--- src/rtl/clkwd_pkg.sv ---
package clkwd_pkg;
  localparam int REG_W      = 8;
  localparam int CODE_W     = 5;
  localparam int RATE_BIT   = 7;
  localparam int RUN_BIT    = 6;
  localparam int FLAG_BIT   = 5;
  localparam logic [CODE_W-1:0] RESET_CODE = 5'b00010;

  typedef struct packed {
    logic              rate;
    logic              run;
    logic              flag;
    logic [CODE_W-1:0] code;
  } ctrl_view_t;
endpackage

--- src/rtl/clkwd_ctrl_reg.sv ---
module clkwd_ctrl_reg
  import clkwd_pkg::*;
(
  input  logic              clk,
  input  logic              rst_n,
  input  logic              strap_rate_sel,
  input  logic              wr_en,
  input  logic [REG_W-1:0]  wr_data,
  output logic              rate_sel,
  output logic [CODE_W-1:0] safe_code
);
  logic              strap_pend_q, strap_pend_d;
  logic              rate_q, rate_d;
  logic [CODE_W-1:0] code_q, code_d;
  logic              reg_en;

  // Rate field: write wins; otherwise the strap is taken once after reset.
  always_comb begin
    strap_pend_d = 1'b0;
    rate_d       = rate_q;
    code_d       = code_q;
    if (wr_en) begin
      rate_d = wr_data[RATE_BIT];
      code_d = wr_data[CODE_W-1:0];
    end else if (strap_pend_q) begin
      rate_d = strap_rate_sel;
    end
  end

  assign reg_en = wr_en | strap_pend_q;

  always_ff @(posedge clk or negedge rst_n) begin
    if (!rst_n) begin
      strap_pend_q <= 1'b1;
      rate_q       <= 1'b0;
      code_q       <= RESET_CODE;
    end else if (reg_en) begin
      strap_pend_q <= strap_pend_d;
      rate_q       <= rate_d;
      code_q       <= code_d;
    end
  end

  assign rate_sel  = strap_pend_q ? strap_rate_sel : rate_q;
  assign safe_code = code_q;
endmodule

--- src/rtl/clkwd_countdown.sv ---
module clkwd_countdown #(
  parameter int CNT_W = 16
) (
  input  logic             clk,
  input  logic             rst_n,
  input  logic             arm,
  input  logic             halt,
  input  logic             tick,
  input  logic [CNT_W-1:0] load_val,
  output logic             running,
  output logic             flag,
  output logic             expire
);
  localparam logic [CNT_W-1:0] ONE = CNT_W'(1);

  logic [CNT_W-1:0] cnt_q, cnt_d;
  logic             run_q, run_d;
  logic             flag_q, flag_d;
  logic             last_cnt;
  logic             cnt_en;

  assign last_cnt = (cnt_q == '0) || (cnt_q == ONE);
  assign expire   = run_q && tick && !arm && !halt && last_cnt;
  assign cnt_en   = arm | halt | (run_q & tick);

  always_comb begin
    cnt_d  = cnt_q;
    run_d  = run_q;
    flag_d = flag_q;
    if (arm) begin
      cnt_d  = load_val;
      run_d  = 1'b1;
      flag_d = 1'b0;
    end else if (halt) begin
      run_d = 1'b0;
    end else if (run_q && tick) begin
      if (last_cnt) begin
        cnt_d  = '0;
        run_d  = 1'b0;
        flag_d = 1'b1;
      end else begin
        cnt_d = cnt_q - ONE;
      end
    end
  end

  always_ff @(posedge clk or negedge rst_n) begin
    if (!rst_n) begin
      cnt_q  <= '0;
      run_q  <= 1'b0;
      flag_q <= 1'b0;
    end else if (cnt_en) begin
      cnt_q  <= cnt_d;
      run_q  <= run_d;
      flag_q <= flag_d;
    end
  end

  assign running = run_q;
  assign flag    = flag_q;
endmodule

--- src/rtl/clkwd_fallback.sv ---
module clkwd_fallback
  import clkwd_pkg::*;
(
  input  logic              clk,
  input  logic              rst_n,
  input  logic              expire,
  input  logic              safe_en,
  input  logic [CODE_W-1:0] safe_code,
  output logic              freq_load,
  output logic [CODE_W-1:0] freq_code
);
  logic              load_q, load_d;
  logic [CODE_W-1:0] code_q, code_d;
  logic              take;

  assign take   = expire & safe_en;
  assign load_d = take;

  always_comb begin
    code_d = code_q;
    if (take) code_d = safe_code;
  end

  always_ff @(posedge clk or negedge rst_n) begin
    if (!rst_n) begin
      load_q <= 1'b0;
    end else begin
      load_q <= load_d;
    end
  end

  always_ff @(posedge clk or negedge rst_n) begin
    if (!rst_n) begin
      code_q <= RESET_CODE;
    end else if (take) begin
      code_q <= code_d;
    end
  end

  assign freq_load = load_q;
  assign freq_code = code_q;
endmodule

--- src/rtl/clkgen_wdog_ctrl.sv ---
module clkgen_wdog_ctrl
  import clkwd_pkg::*;
#(
  parameter int CNT_W = 16
) (
  input  logic             clk,
  input  logic             rst_n,
  input  logic             strap_rate_sel,
  input  logic             wr_en,
  input  logic [7:0]       wr_data,
  output logic [7:0]       rd_data,
  input  logic             tick,
  input  logic [CNT_W-1:0] timeout_val,
  input  logic             safe_en,
  output logic             freq_load,
  output logic [4:0]       freq_code
);
  logic              rate_sel;
  logic [CODE_W-1:0] safe_code;
  logic              running, flag, expire;
  logic              arm, halt;
  ctrl_view_t        view;

  assign arm  = wr_en &  wr_data[RUN_BIT];
  assign halt = wr_en & ~wr_data[RUN_BIT];

  clkwd_ctrl_reg u_reg (
    .clk            (clk),
    .rst_n          (rst_n),
    .strap_rate_sel (strap_rate_sel),
    .wr_en          (wr_en),
    .wr_data        (wr_data),
    .rate_sel       (rate_sel),
    .safe_code      (safe_code)
  );

  clkwd_countdown #(.CNT_W(CNT_W)) u_cnt (
    .clk      (clk),
    .rst_n    (rst_n),
    .arm      (arm),
    .halt     (halt),
    .tick     (tick),
    .load_val (timeout_val),
    .running  (running),
    .flag     (flag),
    .expire   (expire)
  );

  clkwd_fallback u_fb (
    .clk       (clk),
    .rst_n     (rst_n),
    .expire    (expire),
    .safe_en   (safe_en),
    .safe_code (safe_code),
    .freq_load (freq_load),
    .freq_code (freq_code)
  );

  always_comb begin
    view.rate = rate_sel;
    view.run  = running;
    view.flag = flag;
    view.code = safe_code;
  end

  assign rd_data = view;
endmodule

--- config.mk ---
export PLATFORM = sky130hd
export DESIGN_NAME = clkgen_wdog_ctrl
export DESIGN_NICKNAME = d
export VERILOG_FILES = /design/src/rtl/clkwd_pkg.sv /design/src/rtl/clkwd_ctrl_reg.sv /design/src/rtl/clkwd_countdown.sv /design/src/rtl/clkwd_fallback.sv /design/src/rtl/clkgen_wdog_ctrl.sv
export SDC_FILE = /design/constraint.sdc
export NUM_CORES = 1
export LEC_CHECK = 0
export BUFFER_PORTS_ARGS = -buffer_cell sky130_fd_sc_hd__buf_2
export CAP_MARGIN = 25
export CORE_MARGIN = 2
export CORE_UTILIZATION = 35
export CTS_BUF_LIST = sky130_fd_sc_hd__clkbuf_4 sky130_fd_sc_hd__clkbuf_8
export CTS_CLUSTER_SIZE = 40
export DETAILED_ROUTE_END_ITERATION = 7
export GPL_TIMING_DRIVEN = 0
export SLEW_MARGIN = 30
export SYNTH_ARGS = -nofsm -noshare
export SYNTH_HDL_FRONTEND = slang
export SYNTH_SLANG_ARGS = --single-unit
--- constraint.sdc ---
create_clock -name clk -period 3.15 [get_ports clk]
set_input_delay 0.945 -clock clk [delete_from_list [all_inputs] [get_ports clk]]
set_output_delay 0.945 -clock clk [all_outputs]
set_load 0.02 [all_outputs]
==> summary.md <==
| Metric | Value |
|---|---|
| Status | `finished clean` |
| Layout cell share with drive strength beyond 1 | `36.5%` |
| Crit Path Max Fanout | `2` |
| Nets@finish | `234` |
| Finish-stage setup viols | `0` |
| Sequential share of the synthesized area | `47.8%` |
| Max-slew violations | `0` |
| Via count | `1322` |
| Global Route Usage Sum | `15.1%` |
| WP data arrival | `1.57 ns` |
| Syn Inst Count | `153` |
| Initial antenna violation count | `0` |
| Core area | `4410 µm²` |
| Clk sinks | `31` |
| Post-CTS setup buffers | `0` |
| Hold path start | `u_fb.freq_code[0]$_DFFE_PN0P_` |
| Overflow after GRT | `0` |
| First-pass GRT wire length | `5990 µm` |
| CTS Hold Bufs | `0` |
| Final hold vios | `0` |
| Worst R2R Path Depth | `6` |
| Vias per cell | `5.18` |
| Worst slew margin | `54.2%` |
| Max Cap Viol | `0` |
| Min-Delay Endpoint | `u_fb.freq_code[0]$_DFFE_PN0P_` |
| Worst Hold Depth | `1` |
| Top Ports | `44` |
| Mapped cell area | `1630 µm²` |
| CTS max path bufs | `2` |
| Area Growth Syn to Fin | `24.1%` |
| Num CTS Buffers | `5` |
| Yosys reg bits | `31` |
| Setup tns final | `0 ns` |
| Initial drt markers | `93` |
| Peak supply drop | `0.358 mV` |
| Avg WL per Cell | `14.6 µm` |
| RSZ-0062 raised after global routing | `false` |
| Critical R2R Launch | `u_cnt.cnt_q[11]$_DFFE_PN0P_` |
| Number of global-route vias before repair | `1290` |
| Synth warn | `0` |
| Met1 WL | `1690 µm` |
| Tightest Pin Transition | `0.688 ns` |
| Met3 wire len | `192 µm` |
| Highest routed layer | `met4` |
| Total routed wirelength | `3720 µm` |
| Detail Route Antenna Nets | `0` |
| Placed cells | `247` |
| Layout Cells excl Fill | `255` |
| Final Skew | `0.00426 ns` |
| Syn avg cell area | `10.7 µm²` |
| Crit end category | `primary output` |
| Fmax | `397 MHz` |
| Startpoint Class | `primary input` |
| LEAKAGE | `0.954 nW` |
| Port Buffers | `42` |
| Post-detail-place hpwl | `2690 µm` |
| Gpl congestion | `0.767` |
| Clock slew at reported path FFs | `0.07 ns` |
| # DRC | `0` |
| DR pass1 iterations | `4` |
| Minimum clock period | `2.52 ns` |
| Pwr Total | `1.08 mW` |
| Post-cts resize count | `0` |
| Diodes inserted | `0` |
| Die Span Y | `72.3 µm` |
| Period utilization | `79.9%` |
| Reg-to-Reg End | `u_cnt.cnt_q[15]$_DFFE_PN0P_` |
| Root Driver | `clkbuf_8` |
| WL met2 | `1780 µm` |
| R2R setup slack | `0.81 ns` |
| Full die area | `5220 µm²` |
| Worst-Skew Late Latency | `0.29 ns` |
| Syn nets | `185` |
| Row cnt | `24` |
| Crit path required time | `2.20 ns` |
| Largest net degree at the start of global routing | `32` |
| Die width | `72.3 µm` |
| Critical path class | `in2out` |
| PD cells | `532 nW/µm²` |
| Final Core Density | `45.8%` |
| Starting Density | `36.9%` |
| TritonCTS clock tree | `built` |
| Synth unique cells | `42` |
| Type of the most critical hold path | `reg2reg` |
| CTS H-tree lvls | `2` |
==> cells in the final DEF (no fill, tap or decap), types with 3 or more instances in the layout <==
master / synthesis / layout
xor2_1: 5 / 5
buf_2: 0 / 42
clkbuf_8: 0 / 6
nor4_1: 5 / 5
clkbuf_1: 4 / 4
a21oi_1: 4 / 4
buf_4: 3 / 3
mux2_4: 5 / 5
dfrtp_1: 28 / 28
nor2_1: 9 / 9
o21ai_0: 14 / 14
a221o_1: 3 / 3
nand2_1: 13 / 13
and3_1: 4 / 4
nand3b_1: 3 / 3
xnor2_1: 3 / 3
nand3_1: 4 / 4
mux2_2: 7 / 7
dfstp_2: 3 / 3
nor3_1: 3 / 3
inv_1: 3 / 3
==> cell usage after synthesis, drive strengths merged <==
master	count	share of area, %
a21oi	4	1.2
a221o	3	1.8
a22oi	2	0.92
a2bb2oi	1	0.54
a31oi	1	0.38
and2	2	0.77
and3	4	1.5
and3b	1	0.54
buf	4	2.1
clkbuf	4	0.92
conb	1	0.23
dfrtp	28	43
dfstp	3	4.8
ha	2	1.5
inv	3	0.69
mux2	12	9.4
nand2	14	3.7
nand2b	2	0.77
nand3	4	1.2
nand3b	3	1.4
nor2	9	2.1
nor3	4	1.9
nor3b	1	0.46
nor4	5	1.9
nor4b	1	0.54
o211a	1	0.61
o21a	1	0.46
o21ai	15	5.3
o21bai	1	0.46
o22ai	1	0.38
o311ai	1	0.54
o31ai	2	0.92
or3	2	0.77
or4	3	1.8
xnor2	3	1.6
xor2	5	2.7
==> critical path, stage by stage <==
cell and delay, ns:
buf_2 0.09, mux2_2 0.26, buf_4 0.13, buf_2 0.15
==> cells by family (layout without fill, tap and decap cells) <==
logic type,after synthesis,after routing,share of synthesized area [%]
compound gates,33,33,13.6
buf+inv,11,61,3.68
simple gates,55,55,19.4
fa+ha+maj,2,2,1.53
other cells,1,1,0.230
flops,31,31,47.8
xor+xnor,8,8,4.30
mux,12,12,9.44
==> report_power, final <==
group | internal (mW) | switching (mW)
combinational | 0.0844 | 0.0982
sequential | 0.443 | 0.0445
clock | 0.256 | 0.149
total | 0.783 | 0.292
==> worst max path at each step <==
| stage | start | end | slack (ns) | depth (start not counted) |
|---|---|---|---|---|
| 6_report | strap_rate_sel | rd_data[7] | 0.63 | 4 |
| 5_1_grt | strap_rate_sel | rd_data[7] | 0.61 | 4 |
| 4_1_cts | strap_rate_sel | rd_data[7] | 0.63 | 4 |
| 3_5_place_dp | wr_en | u_fb.freq_code[2]$_DFFE_PN0P_ | 0.44 | 6 |
| 3_3_place_gp | wr_en | u_fb.freq_code[4]$_DFFE_PN0P_ | 0.45 | 6 |
| 2_1_floorplan | strap_rate_sel | rd_data[7] | 0.85 | 2 |
==> per-layer routing <==
metal	global-route usage (%)	vias up
met5	0	-
met4	4.82	0
met3	5.83	8
met2	23.8	28
met1	19.1	636
li1	-	650
==> state kept, by name (all words and copies together), names as in the netlist <==
signal and cells:
u_reg.strap_pend_q 1, u_fb.freq_code 5, u_cnt.flag 1, u_reg.rate_q 1, u_reg.safe_code 5, u_cnt.cnt_q 16
u_fb.freq_load 1, u_cnt.running 1
==> final cells by class <==
type                       instances  area [µm²]
fill                             438        2390
buffer                             8        48.8
tap                               52        65.1
timing repair buffer              42         210
multi-input combinational        111         791
sequential                        31         779
inverter                           3        11.3
clock inverter                     2        35.0
clock buffer                       6        82.6
==> through the flow <==
stage          hold WS (ns)  setup slack (ns)  area (µm²)
6_report              0.511             0.632        2020
5_1_grt               0.530             0.609        2020
4_1_cts               0.517             0.628        2020
3_5_place_dp          0.490             0.437        1910
3_3_place_gp          0.484             0.449        1910
2_1_floorplan         0.467             0.853        1630
Power figures use the tool's default switching activity.
